<file path="src/rtl/scl_gen_pkg.sv">
// Shared constants and types for the SCL period generator.
// Assumes register addresses are 3 bits wide and the control word uses bits [2:0].
package scl_gen_pkg;

    localparam int ADDR_W = 3;

    localparam logic [ADDR_W-1:0] ADR_CTRL = 3'd0;
    // pair p uses ADR_PAIR_BASE + 2p (high) and ADR_PAIR_BASE + 2p + 1 (low)
    localparam int ADR_PAIR_BASE = 1;
    localparam int NUM_PAIRS     = 2;
    localparam int PAIR_STD      = 0;
    localparam int PAIR_FAST     = 1;

    localparam int CTRL_EN_BIT    = 0;
    localparam int CTRL_SPEED_LSB = 1;
    localparam logic [1:0] SPEED_FAST_CODE = 2'b10;

    // fixed overheads added to the programmed counts
    localparam int HIGH_OVERHEAD = 8;
    localparam int HOLD_OVERHEAD = 3;

    typedef enum logic [2:0] {
        PH_IDLE,
        PH_HOLD,
        PH_LOW,
        PH_SETTLE,
        PH_HIGH
    } phase_e;

    typedef struct packed {
        logic       run_en;
        logic [1:0] speed;
    } ctrl_t;

endpackage

</file>
<file path="src/rtl/scl_cfg_regs.sv">
// Configuration registers: control word and one high/low count pair per speed.
// Writes are taken only while the block is not enabled.
// Assumes CNT_W >= 3 so the control fields fit in the write data.
module scl_cfg_regs
    import scl_gen_pkg::*;
#(
    parameter int CNT_W = 16
) (
    input  logic                              clk,
    input  logic                              rst_n,
    input  logic                              lock_i,
    input  logic                              wr_en_i,
    input  logic [ADDR_W-1:0]                 wr_addr_i,
    input  logic [CNT_W-1:0]                  wr_data_i,
    output ctrl_t                             ctrl_o,
    output logic [NUM_PAIRS-1:0][CNT_W-1:0]   hi_cnt_o,
    output logic [NUM_PAIRS-1:0][CNT_W-1:0]   lo_cnt_o
);

    logic wr_ok;

    // a write is accepted only while the generator is stopped
    assign wr_ok = wr_en_i && !lock_i;

    // control word register
    always_ff @(posedge clk) begin
        if (!rst_n) begin
            ctrl_o <= '0;
        end else if (wr_ok && wr_addr_i == ADR_CTRL) begin
            ctrl_o.run_en <= wr_data_i[CTRL_EN_BIT];
            ctrl_o.speed  <= wr_data_i[CTRL_SPEED_LSB +: 2];
        end
    end

    for (genvar p = 0; p < NUM_PAIRS; p++) begin : g_pair
        localparam logic [ADDR_W-1:0] HI_ADR = ADDR_W'(ADR_PAIR_BASE + 2 * p);
        localparam logic [ADDR_W-1:0] LO_ADR = ADDR_W'(ADR_PAIR_BASE + 2 * p + 1);

        // high count of this pair
        always_ff @(posedge clk) begin
            if (!rst_n) begin
                hi_cnt_o[p] <= '0;
            end else if (wr_ok && wr_addr_i == HI_ADR) begin
                hi_cnt_o[p] <= wr_data_i;
            end
        end

        // low count of this pair
        always_ff @(posedge clk) begin
            if (!rst_n) begin
                lo_cnt_o[p] <= '0;
            end else if (wr_ok && wr_addr_i == LO_ADR) begin
                lo_cnt_o[p] <= wr_data_i;
            end
        end
    end

endmodule

</file>
<file path="src/rtl/scl_line_sync.sv">
// Brings the asynchronous SCL read-back into the clock domain.
// Resets to 1 (released bus). The latency is STAGES cycles.
module scl_line_sync #(
    parameter int STAGES = 2
) (
    input  logic clk,
    input  logic rst_n,
    input  logic line_i,
    output logic line_o
);

    if (STAGES <= 1) begin : g_single
        logic q;
        // single sampling flop
        always_ff @(posedge clk) begin
            if (!rst_n) q <= 1'b1;
            else        q <= line_i;
        end
        assign line_o = q;
    end else begin : g_chain
        logic [STAGES-1:0] sr;
        // shift chain of STAGES flops
        always_ff @(posedge clk) begin
            if (!rst_n) sr <= '1;
            else        sr <= {sr[STAGES-2:0], line_i};
        end
        assign line_o = sr[STAGES-1];
    end

endmodule

</file>
<file path="src/rtl/scl_phase_fsm.sv">
// Phase sequencer: start hold, counted low phase, synchronizer settle,
// then a high phase that only counts while the synced line is high.
// Assumes hi_i/lo_i are stable while active_i is high and SYNC_STAGES is
// smaller than the fixed high overhead.
module scl_phase_fsm
    import scl_gen_pkg::*;
#(
    parameter int CNT_W       = 16,
    parameter int SYNC_STAGES = 2
) (
    input  logic             clk,
    input  logic             rst_n,
    input  logic             active_i,
    input  logic             line_high_i,
    input  logic [CNT_W-1:0] hi_i,
    input  logic [CNT_W-1:0] lo_i,
    output logic             scl_low_o,
    output logic             low_stb_o,
    output logic             sample_stb_o
);

    localparam int CW         = CNT_W + 1;
    localparam int HIGH_TAIL  = HIGH_OVERHEAD - SYNC_STAGES - 1;
    localparam int HIGH_SPAN  = HIGH_OVERHEAD - SYNC_STAGES;
    localparam logic [CW-1:0] SETTLE_END = CW'(SYNC_STAGES - 1);

    phase_e          phase;
    logic [CW-1:0]   cnt;
    logic [CW-1:0]   hold_end;
    logic [CW-1:0]   low_end;
    logic [CW-1:0]   high_end;
    logic [CW-1:0]   high_mid;
    logic [CW-1:0]   cnt_inc;

    // terminal and midpoint values derived from the selected counts
    always_comb begin
        hold_end = {1'b0, hi_i} + CW'(HOLD_OVERHEAD - 1);
        low_end  = {1'b0, lo_i};
        high_end = {1'b0, hi_i} + CW'(HIGH_TAIL);
        high_mid = ({1'b0, hi_i} + CW'(HIGH_SPAN)) >> 1;
        cnt_inc  = cnt + CW'(1);
    end

    // phase sequencing and the shared phase counter
    always_ff @(posedge clk) begin
        if (!rst_n) begin
            phase <= PH_IDLE;
            cnt   <= '0;
        end else if (!active_i) begin
            phase <= PH_IDLE;
            cnt   <= '0;
        end else begin
            case (phase)
                PH_IDLE: begin
                    phase <= PH_HOLD;
                    cnt   <= '0;
                end
                PH_HOLD: begin
                    if (cnt == hold_end) begin
                        phase <= PH_LOW;
                        cnt   <= '0;
                    end else begin
                        cnt <= cnt_inc;
                    end
                end
                PH_LOW: begin
                    if (cnt == low_end) begin
                        phase <= PH_SETTLE;
                        cnt   <= '0;
                    end else begin
                        cnt <= cnt_inc;
                    end
                end
                PH_SETTLE: begin
                    if (cnt == SETTLE_END) begin
                        phase <= PH_HIGH;
                        cnt   <= '0;
                    end else begin
                        cnt <= cnt_inc;
                    end
                end
                PH_HIGH: begin
                    if (line_high_i) begin
                        if (cnt == high_end) begin
                            phase <= PH_LOW;
                            cnt   <= '0;
                        end else begin
                            cnt <= cnt_inc;
                        end
                    end
                end
                default: begin
                    phase <= PH_IDLE;
                    cnt   <= '0;
                end
            endcase
        end
    end

    // line drive and bit-phase strobes decoded from the phase state
    always_comb begin
        scl_low_o    = (phase == PH_LOW);
        low_stb_o    = (phase == PH_LOW) && (cnt == '0);
        sample_stb_o = (phase == PH_HIGH) && line_high_i && (cnt == high_mid);
    end

endmodule

</file>
<file path="src/rtl/scl_period_gen.sv">
// SCL period generator top: configuration registers, pair selection,
// read-back synchronizer and the phase sequencer.
// Assumes scl_in_i is the open-drain line level, including the block's own pull-down.
module scl_period_gen
    import scl_gen_pkg::*;
#(
    parameter int CNT_W       = 16,
    parameter int SYNC_STAGES = 2
) (
    input  logic             clk,
    input  logic             rst_n,
    input  logic             en_i,
    input  logic             wr_en_i,
    input  logic [2:0]       wr_addr_i,
    input  logic [CNT_W-1:0] wr_data_i,
    input  logic             scl_in_i,
    output logic             scl_low_o,
    output logic             low_stb_o,
    output logic             sample_stb_o
);

    ctrl_t                            ctrl;
    logic [NUM_PAIRS-1:0][CNT_W-1:0]  hi_cnt;
    logic [NUM_PAIRS-1:0][CNT_W-1:0]  lo_cnt;
    logic [CNT_W-1:0]                 sel_hi;
    logic [CNT_W-1:0]                 sel_lo;
    logic                             fast_sel;
    logic                             active;
    logic                             line_high;

    scl_cfg_regs #(
        .CNT_W (CNT_W)
    ) u_regs (
        .clk       (clk),
        .rst_n     (rst_n),
        .lock_i    (en_i),
        .wr_en_i   (wr_en_i),
        .wr_addr_i (wr_addr_i),
        .wr_data_i (wr_data_i),
        .ctrl_o    (ctrl),
        .hi_cnt_o  (hi_cnt),
        .lo_cnt_o  (lo_cnt)
    );

    // pair selection and run qualification
    always_comb begin
        fast_sel = (ctrl.speed == SPEED_FAST_CODE);
        sel_hi   = fast_sel ? hi_cnt[PAIR_FAST] : hi_cnt[PAIR_STD];
        sel_lo   = fast_sel ? lo_cnt[PAIR_FAST] : lo_cnt[PAIR_STD];
        active   = en_i && ctrl.run_en;
    end

    scl_line_sync #(
        .STAGES (SYNC_STAGES)
    ) u_sync (
        .clk    (clk),
        .rst_n  (rst_n),
        .line_i (scl_in_i),
        .line_o (line_high)
    );

    scl_phase_fsm #(
        .CNT_W       (CNT_W),
        .SYNC_STAGES (SYNC_STAGES)
    ) u_fsm (
        .clk          (clk),
        .rst_n        (rst_n),
        .active_i     (active),
        .line_high_i  (line_high),
        .hi_i         (sel_hi),
        .lo_i         (sel_lo),
        .scl_low_o    (scl_low_o),
        .low_stb_o    (low_stb_o),
        .sample_stb_o (sample_stb_o)
    );

endmodule

</file>
<file path="config.mk">
export PLATFORM = sky130hd
export DESIGN_NAME = scl_period_gen
export DESIGN_NICKNAME = d
export VERILOG_FILES = /design/src/rtl/scl_gen_pkg.sv /design/src/rtl/scl_cfg_regs.sv /design/src/rtl/scl_line_sync.sv /design/src/rtl/scl_phase_fsm.sv /design/src/rtl/scl_period_gen.sv
export SDC_FILE = /design/constraint.sdc
export NUM_CORES = 1
export LEC_CHECK = 0
export ABC_AREA = 1
export BUFFER_PORTS_ARGS = -buffer_cell sky130_fd_sc_hd__buf_4
export CAP_MARGIN = 25
export CORE_ASPECT_RATIO = 1.75
export CORE_MARGIN = 2
export CORE_UTILIZATION = 38
export DETAILED_ROUTE_END_ITERATION = 6
export PLACE_DENSITY = 0.64
export SETUP_SLACK_MARGIN = 0.02
export SKIP_LAST_GASP = 1
export SYNTH_ARGS = -nofsm -noshare
export SYNTH_HDL_FRONTEND = slang
export SYNTH_SLANG_ARGS = --single-unit
</file>
<file path="constraint.sdc">
create_clock -name clk -period 7.6 [get_ports clk]
set_clock_uncertainty 0.15 [all_clocks]
set_input_delay 1.52 -clock clk [delete_from_list [all_inputs] [get_ports clk]]
set_output_delay 1.52 -clock clk [all_outputs]
set_load 0.05 [all_outputs]
</file>
==> impl_metrics.json, run 1 <==
{
  "synth_cell_types": 36,
  "clock_sinks": 89,
  "finalCritPeriodShare": 0.733,
  "nets": 982,
  "yosysWarnings": 0,
  "nFillCells": 1631,
  "numCtsBuffers": 9,
  "path_class": "reg2out",
  "ys_seq_area_frac": 0.304,
  "cellLeakagePower_nw": 2.79,
  "drv_cap": 0,
  "insertion_delay_ns": 0.35,
  "reg2reg_slack_ns": 3.63,
  "crit_required_ns": 5.93,
  "dr.pass1.iters": 4,
  "rsz0062_at_grt": "no",
  "ant_nets": 0,
  "post-place-ws_ns": 2.43,
  "yosysTopAreaCellShare": 0.304,
  "area_delta_synth_final_pct": 11.0,
  "cts_tree": "done",
  "drv_slew": 0,
  "dr.first_iter.drc_count": 277,
  "ff_latch_area_um2": 1780,
  "synth.avg_cell_area_um2": 6.20,
  "place.gp.congestion": 0.911,
  "arrival_ns": 3.90,
  "p_per_area_nw_per_um2": 167,
  "antennaDiodeCount": 0,
  "io_buffers": 26,
  "worst-path-max-fanout": 48,
  "hold_class": "reg2reg",
  "post_cts_buffers": 0,
  "grt_pass1_vias": 5422,
  "syn_nets": 976,
  "wl_mm": 17.6,
  "finalSetupTns_ns": 0,
  "io_pins": 27,
  "grt_pass1_wl_mm": 28.2,
  "cp_slowest_cell": "dfxtp_1",
  "synth_cells": 945,
  "wire_per_inst_um": 15.4,
  "netlist_area_um2": 5860,
  "synth_seq_cells": 89,
  "cts_hold_buf": 0,
  "path_delay_family": "simple AND/OR/NAND/NOR gates",
  "setup_violations": 0,
  "placement_rows": 60,
  "clockBufferDepth": 2,
  "synth_top_area_cell": "dfxtp_1",
  "grt_overflow_total": 0,
  "multi_input_area_um2": 3510,
  "coreArea_um2": 15200,
  "synth_area_leaders": "dfxtp_1 30%, nand2_1 13%, nor2_1 9.2%",
  "holdWs_ns": 0.267,
  "period_needed_ns": 5.57,
  "clkSlewWorstSetupHoldPaths_ns": 0.07,
  "die_area_um2": 16500,
  "cts-resized-gates": 0,
  "start_util": 0.384,
  "drive_gt1_frac": 0.0962,
  "worst_slew_pin_slew_ns": 0.859,
  "status": "complete, no violations",
  "hold_viol": 0,
  "viasPerCell": 5.10,
  "final_common_cell": "nand2_1",
  "cp-start-kind": "flop",
  "final_cell_mix": "210 x nand2_1, 144 x nor2_1, 99 x inv_1",
  "die_y_um": 168,
  "hpwl_mm": 13.9,
  "die_w_um": 97.8,
  "antenna_found_initial": 0,
  "path_cells": "nand2_2 -> nand2_1 -> nand2_2 -> ha_1 -> a211oi_1 -> o2111ai_1 -> nor4_1 -> o2111ai_1 -> nor2_1 -> nand2_1 -> nor2_1 -> buf_4",
  "ir_drop_mv": 0.119,
  "cp-end-kind": "primary output",
  "slew-limit-headroom": 0.425,
  "grt.total_usage": 0.216,
  "cts_root_buffer": "clkbuf_16",
  "max_stage_delay_ns": 0.62,
  "max_freq_mhz": 180,
  "h-tree-depth": 3,
  "cp_num_buf_inv": 1,
  "drc": 0,
  "grt_max_degree": 69,
  "detailroute.via_count": 5826,
  "worst_slack_ns": 2.03
}
[logic make-up after synthesis]
family,Yosys count,synth area share
compound gates,157,0.140
xor+xnor,44,0.0658
fa+ha+maj,7,0.0150
flops,89,0.304
buf+inv,142,0.0970
simple gates,506,0.378
[through the flow]
| stage | instance area (um^2) | std cells | util | total power [mW] |
|---|---|---|---|---|
| floorplan | 5860 | 945 | - | 0.539 |
| global placement | 6150 | 1126 | 0.404 | 0.569 |
| detailed placement | 6150 | 1126 | 0.404 | 0.569 |
| CTS | 6500 | 1142 | 0.427 | 1.09 |
| global route | 6500 | 1142 | 0.427 | 1.12 |
| finish | 6500 | 1142 | 0.427 | 1.08 |
[registers in the layout, summed over array words and instances, names as in the netlist]
name / count
u_regs.ctrl_o: 3
u_fsm.phase: 3
u_sync.g_chain.sr: 2
u_regs.hi_cnt_o: 32
u_fsm.cnt: 17
u_regs.lo_cnt_o: 32
[path summary, 6_finish.rpt]
check / depth (start not counted) / from / end
worst max-delay path: 12 / u_regs.ctrl_o[1] / sample_stb_o
worst min-delay path: 1 / u_sync.g_chain.sr[0] / u_sync.g_chain.sr[1]
worst max register to register: 20 / u_regs.ctrl_o[1] / u_fsm.cnt[12]
worst min register to register: 1 / u_sync.g_chain.sr[0] / u_sync.g_chain.sr[1]
[routing by layer]
layer  track usage  share of wire
met4         0.112          0.049
met1         0.230           0.39
met3        0.0286          0.026
met2         0.405           0.53
met5             0              0
[cell type report]
| type | count | area share |
|---|---|---|
| flip-flops and latches | 89 | 0.274 |
| well taps | 186 | 0.0358 |
| repair buffers | 31 | 0.0358 |
| inverters | 106 | 0.0612 |
| clock buffers | 9 | 0.0346 |
| multi-input cells | 714 | 0.539 |
| clock inverters | 7 | 0.0194 |
[where the power goes]
| group | internal (mW) | total [mW] | switching, mW |
|---|---|---|---|
| Combinational | 0.0284 | 0.0801 | 0.0517 |
| Clock | 0.326 | 0.525 | 0.199 |
| Sequential | 0.474 | 0.478 | 0.00388 |
| Total | 0.829 | 1.08 | 0.255 |
[synth_stat cells]
cell,number
nand3_2,2
buf_4,2
nor2_4,5
inv_2,5
nor4_1,2
o21ai_2,1
nand2_1,210
nand4_1,18
xor2_1,37
a21boi_2,1
o2111ai_1,3
inv_1,99
a21oi_1,49
nor2_2,4
nand2_2,19
o21ai_1,1
nand3_4,1
xnor2_1,7
ha_1,7
dfxtp_1,89
nand3b_1,2
a21oi_2,1
o22ai_1,3
o21ai_0,95
clkinv_1,2
nor3_1,18
nand3_1,74
clkbuf_1,27
or2_2,6
o21bai_1,1
buf_2,4
a211oi_1,1
buf_6,3
nor3b_1,1
nor2_1,144
o211ai_1,1
No activity file was read; power rests on OpenSTA's default activity.
==> run 2, diff against run 1 <==
--- a/config.mk
+++ b/config.mk
@@ -5,7 +5,7 @@
 export SDC_FILE = /design/constraint.sdc
 export NUM_CORES = 1
 export LEC_CHECK = 0
-export ABC_AREA = 1
+export ABC_AREA = 0
 export BUFFER_PORTS_ARGS = -buffer_cell sky130_fd_sc_hd__buf_4
 export CAP_MARGIN = 25
 export CORE_ASPECT_RATIO = 1.75
==> constraint.sdc (replaced) <==
create_clock -name clk -period 5.8 [get_ports clk]
set_clock_uncertainty 0.15 [all_clocks]
set_input_delay 1.16 -clock clk [delete_from_list [all_inputs] [get_ports clk]]
set_output_delay 1.16 -clock clk [all_outputs]
set_load 0.05 [all_outputs]
==> run 2 against run 1 <==
Sequential share of layout area increased by 0.43 points. Cell count decreased by 21%. First-iteration DRC count increased by 67%. Largest cell class unchanged. Wire length decreased by 1.4%.
==> impl_metrics.json, run 2 <==
{
  "cp-end-kind": "primary output",
  "finalSetupTns_ns": 0,
  "synthMuxAreaShare": 0.125,
  "cts_root_buffer": "clkbuf_16",
  "clkSlewWorstSetupHoldPaths_ns": 0.06,
  "p_seq_frac": 0.490,
  "post_cts_buffers": 0,
  "period_needed_ns": 4.98,
  "syn_nets": 742,
  "synth_compound_area_frac": 0.152,
  "rsz0062_at_grt": "no",
  "rr_startpoint": "u_regs.ctrl_o[0]",
  "place.gp.congestion": 1.01,
  "path_class": "reg2out",
  "detailroute.via_count": 5145,
  "holdCritStartpoint": "u_sync.g_chain.sr[0]",
  "hold_viol": 0,
  "synth_top_family_by_area": "simple AND/OR/NAND/NOR gates",
  "final_common_cell": "nand2_1",
  "ys_seq_area_frac": 0.303,
  "io_buffers": 26,
  "arrival_ns": 3.67,
  "coreArea_um2": 15200,
  "p_int_mw": 0.977,
  "wl_mm": 17.4,
  "netlist_area_um2": 5870,
  "start_util": 0.385,
  "hold_depth": 1,
  "power_switching_mw": 0.296,
  "netlist_top_cells_count": "132 x nand2_1, 89 x dfxtp_1, 61 x mux2i_1",
  "path_cells": "nand2b_1 -> mux2i_2 -> and2_1 -> nand2_1 -> a32oi_1 -> xnor2_1 -> nor3_1 -> o2111ai_1 -> nor4_1 -> buf_4",
  "switching_share": 0.233,
  "hold_class": "reg2reg",
  "reg_top3": "u_regs.hi_cnt_o x32, u_regs.lo_cnt_o x32, u_fsm.cnt x17",
  "drc": 0,
  "io_pins": 27,
  "finalCritPeriodShare": 0.858,
  "slew-limit-headroom": 0.331,
  "antennaDiodeCount": 0,
  "nets": 740,
  "antenna_found_initial": 0,
  "cts_hold_buf": 0,
  "ys_async_sr_fraction": 0,
  "die_y_um": 168,
  "ir_drop_mv": 0.179,
  "drive_gt1_frac": 0.0996,
  "rr_worst_depth": 9,
  "dr.first_iter.drc_count": 463,
  "r2r-end": "u_fsm.cnt[14]",
  "p_per_area_nw_per_um2": 199,
  "status": "complete, no violations",
  "synth_edf_count": 0,
  "ff_latch_area_um2": 1780,
  "synth_area_leaders": "dfxtp_1 30%, mux2i_1 10%, nand2_1 8.4%",
  "placement_rows": 60,
  "ant_nets": 0,
  "setup_violations": 0,
  "clockBufferDepth": 2,
  "viasPerCell": 5.72,
  "worstHoldEndpoint": "u_sync.g_chain.sr[1]",
  "nFillCells": 1567,
  "synthAdderAreaFrac": 0.0149,
  "worst_slew_pin_slew_ns": 0.999,
  "max_stage_delay_ns": 0.73,
  "yosysWarnings": 0,
  "synth-xor-area-share": 0.106,
  "hpwl_mm": 13.2,
  "die_area_um2": 16500,
  "synthFlopType": "dfxtp_1",
  "grt_max_degree": 72,
  "worst-path-max-fanout": 20,
  "cts_tree": "done",
  "synthSimpleGateAreaFrac": 0.248,
  "dr.pass1.iters": 5,
  "grt.total_usage": 0.214,
  "grt_pass1_vias": 5021,
  "synthMostInstantiatedCell": "nand2_1",
  "reg2reg_slack_ns": 1.34,
  "synth.avg_cell_area_um2": 8.26,
  "post-place-ws_ns": 1.20,
  "drv_cap": 0,
  "final_cell_mix": "132 x nand2_1, 89 x dfxtp_1, 61 x mux2i_1",
  "max_freq_mhz": 201,
  "multi_input_area_um2": 3790,
  "synth_top_area_cell": "dfxtp_1",
  "insertion_delay_ns": 0.34,
  "die_w_um": 98.0,
  "cellLeakagePower_nw": 2.31,
  "wire_per_inst_um": 19.3,
  "grt_overflow_total": 0,
  "synth_cell_types": 65,
  "clock_sinks": 89,
  "cp-start-kind": "flop",
  "cts-resized-gates": 0,
  "cp_slowest_cell": "nand2b_1",
  "pwr-share-comb": 0.059,
  "worst_slack_ns": 0.822,
  "area_delta_synth_final_pct": 9.06,
  "grt_pass1_wl_mm": 27.8,
  "drv_slew": 0,
  "clkPwrFrac": 0.451,
  "crit_required_ns": 4.49,
  "synth_seq_cells": 89,
  "numCtsBuffers": 9,
  "yosysTopAreaCellShare": 0.303,
  "synth_cells": 711,
  "h-tree-depth": 3
}
run 2: area by class of cell:
cell class / count / area share
multi-input cells: 560 / 0.592
well taps: 186 / 0.0363
inverters: 16 / 0.00938
clock buffers: 12 / 0.0416
flip-flops and latches: 89 / 0.278
clock inverters: 3 / 0.00371
repair buffers: 33 / 0.0387
run 2: kinds of logic after synthesis:
kind of cell    after synthesis
flops                        89
simple gates                296
mux                          70
buf+inv                      62
xor+xnor                     70
fa+ha+maj                     7
compound gates              117
run 2: power by group through the flow:
stage                     logic [mW]  registers [mW]  clock network [mW]
after floorplan               0.0441           0.635                   0
after detailed placement      0.0745           0.638                   0
after global routing          0.0816           0.624               0.602
final                         0.0748           0.624               0.575
after global placement        0.0741           0.637                   0
after CTS                     0.0748           0.624               0.581
run 2: worst max-delay path, delay by kind of cell, from the launching register on:
kind                      cells  cell delay, ns
muxes                         1            0.51
AOI/OAI and AO/OA             2            0.36
buffers and inverters         1            0.26
DFF                           1            0.41
and+or+nand+nor               5            1.68
xor gates and xnor gates      1            0.09
run 2: per-stage QoR:
stage | cell area [um^2] | instances | util | hold WS (ns) | total power [mW]
floorplan | 5870 | 711 | - | 0.236 | 0.679
global placement | 6110 | 884 | 0.401 | 0.241 | 0.712
detailed placement | 6110 | 884 | 0.401 | 0.255 | 0.712
CTS | 6400 | 899 | 0.420 | 0.270 | 1.28
global route | 6400 | 899 | 0.420 | 0.292 | 1.31
finish | 6400 | 899 | 0.420 | 0.261 | 1.27
run 2: worst max path at each step:
stage                           startpoint      endpoint  slack (ns)  cells past startpoint
after global placement    u_regs.ctrl_o[0]  sample_stb_o        1.20                      9
after detailed placement  u_regs.ctrl_o[0]  sample_stb_o        1.20                     10
after CTS                 u_regs.ctrl_o[0]  sample_stb_o        0.81                     10
final                     u_regs.ctrl_o[0]  sample_stb_o        0.82                     10
after global routing      u_regs.ctrl_o[0]  sample_stb_o        0.45                     10
after floorplan           u_regs.ctrl_o[1]  sample_stb_o        0.93                     12
run 2: layer usage:
metal / vias to the layer above / track usage / wire length [um]
met5: - / 0 / 0
met1: 2410 / 0.240 / 6850
li1: 2493 / - / -
met3: 72 / 0.0274 / 588
met2: 170 / 0.377 / 8680
met4: 0 / 0.138 / 1270
==> run 3, diff against run 2 <==
--- a/config.mk
+++ b/config.mk
@@ -9,8 +9,8 @@
 export BUFFER_PORTS_ARGS = -buffer_cell sky130_fd_sc_hd__buf_4
 export CAP_MARGIN = 25
 export CORE_ASPECT_RATIO = 1.75
-export CORE_MARGIN = 2
 export CORE_UTILIZATION = 38
+export CTS_BUF_LIST = sky130_fd_sc_hd__clkbuf_8 sky130_fd_sc_hd__clkbuf_16
 export DETAILED_ROUTE_END_ITERATION = 6
 export PLACE_DENSITY = 0.64
 export SETUP_SLACK_MARGIN = 0.02
==> run 3 against run 2 <==
Wire length down 0.98%. Die area down 3.2%. Worst hold slack better by 0.011 ns. Sequential share of layout area down 0.22 points. Register-to-register slack worse by 0.25 ns. Largest cell class unchanged. Clock power up 20%. Cell count down 0.44%. Global-route usage up 1.4 points. First-iteration DRC count down 30%.
==> impl_metrics.json, run 3 (synthesized netlist as in run 2, its figures left out) <==
{
  "status": "complete, no violations",
  "viasPerCell": 5.74,
  "hold_class": "reg2reg",
  "wire_per_inst_um": 19.2,
  "grt_pass1_wl_mm": 27.7,
  "dr.pass1.iters": 5,
  "insertion_delay_ns": 0.34,
  "clock_sinks": 89,
  "path_class": "reg2out",
  "io_pins": 27,
  "path_delay_family": "simple AND/OR/NAND/NOR gates",
  "die_area_um2": 16000,
  "hpwl_mm": 13.2,
  "worst-path-max-fanout": 19,
  "max_stage_delay_ns": 0.76,
  "setup_violations": 0,
  "drv_cap": 0,
  "final_cell_mix": "132 x nand2_1, 89 x dfxtp_1, 61 x mux2i_1",
  "cellLeakagePower_nw": 2.34,
  "start_util": 0.392,
  "utilization": 0.431,
  "slew-limit-headroom": 0.374,
  "place.gp.congestion": 0.974,
  "p_per_area_nw_per_um2": 215,
  "coreArea_um2": 15000,
  "max_freq_mhz": 196,
  "cts-resized-gates": 0,
  "h-tree-depth": 3,
  "period_needed_ns": 5.10,
  "cts_hold_buf": 0,
  "holdWs_ns": 0.272,
  "cts_root_buffer": "clkbuf_16",
  "rsz0062_at_grt": "no",
  "grt_overflow_total": 0,
  "power_mw": 1.39,
  "placement_rows": 59,
  "cts_tree": "done",
  "grt_pass1_vias": 5232,
  "cp_num_buf_inv": 2,
  "grt_max_degree": 72,
  "clkSlewWorstSetupHoldPaths_ns": 0.08,
  "numCtsBuffers": 9,
  "grt.total_usage": 0.228,
  "finalCritPeriodShare": 0.880,
  "finalSetupTns_ns": 0,
  "post-place-ws_ns": 1.06,
  "final_common_cell": "nand2_1",
  "cp-start-kind": "flop",
  "path_cells": "nand2b_1 -> mux2i_1 -> inv_1 -> nor2_1 -> a32oi_1 -> xnor2_1 -> nor3_1 -> o2111ai_1 -> nor4_1 -> buf_4",
  "hold_viol": 0,
  "area_delta_synth_final_pct": 9.91,
  "dr.first_iter.drc_count": 326,
  "drv_slew": 0,
  "worst_slack_ns": 0.696,
  "ant_nets": 0,
  "reg_top3": "u_regs.hi_cnt_o x32, u_regs.lo_cnt_o x32, u_fsm.cnt x17",
  "post_cts_buffers": 0,
  "die_w_um": 96.0,
  "arrival_ns": 3.79,
  "io_buffers": 26,
  "antennaDiodeCount": 0,
  "detailroute.via_count": 5136,
  "worst_slew_pin_slew_ns": 0.938,
  "clockBufferDepth": 2,
  "crit_required_ns": 4.49,
  "die_y_um": 166,
  "drive_gt1_frac": 0.0983,
  "antenna_found_initial": 0,
  "ir_drop_mv": 0.176,
  "cp_slowest_cell": "nand2b_1",
  "wl_mm": 17.2,
  "cp-end-kind": "primary output",
  "drc": 0,
  "nets": 739
}
-- run 3: changes by cell type in the layout (fill, tap and decap cells not counted), sizes merged --
cell	before	now
bufinv	0	3
buf	33	32
clkbuf	12	11
clkinvlp	2	0
-- run 3: report_power, final --
part / internal, mW / switching (mW)
clock network: 0.444 / 0.246
logic: 0.0344 / 0.0400
registers: 0.618 / 0.00655
total: 1.10 / 0.293
-- run 3: path summary, 6_finish.rpt --
kind	from	end	slack, ns	depth (start not counted)
hold / removal	u_sync.g_chain.sr[0]	u_sync.g_chain.sr[1]	0.27	1
setup / recovery	u_regs.ctrl_o[0]	sample_stb_o	0.70	10
setup reg to reg	u_regs.ctrl_o[0]	u_fsm.cnt[5]	1.09	10
hold reg to reg	u_sync.g_chain.sr[0]	u_sync.g_chain.sr[1]	0.27	1
-- run 3: worst register-to-register path, cell delays in order (launching register included) --
cell	delay [ns]
dfxtp_1	0.42
nand2b_1	0.76
mux2i_1	0.72
nand4_1	0.47
xor2_1	0.29
a31oi_1	0.24
nor4_1	0.09
o2111a_1	0.24
o2bb2ai_4	0.51
nand2_2	0.36
o311ai_1	0.37
-- run 3: through the flow --
stage | cell area, um^2 | cells
finish | 6450 | 895
global route | 6450 | 895
CTS | 6450 | 895
detailed placement | 6100 | 880
global placement | 6090 | 879
floorplan | 5870 | 711
-- run 3: layout make-up --
| cell class | instances | area [um^2] |
|---|---|---|
| Clock inverter | 4 | 98.8 |
| Inverter | 16 | 60.1 |
| Clock buffer | 11 | 253 |
| Timing Repair Buffer | 32 | 240 |
| Multi-Input combinational cell | 560 | 3790 |
| Fill cell | 1521 | 8530 |
| Tap cell | 183 | 229 |
| Sequential cell | 89 | 1780 |
-- run 3: metal layers --
| layer | global-route usage | share of wire |
|---|---|---|
| met1 | 0.252 | 0.39 |
| met2 | 0.395 | 0.52 |
| met3 | 0.0288 | 0.032 |
| met4 | 0.153 | 0.063 |
| met5 | 0 | 0 |
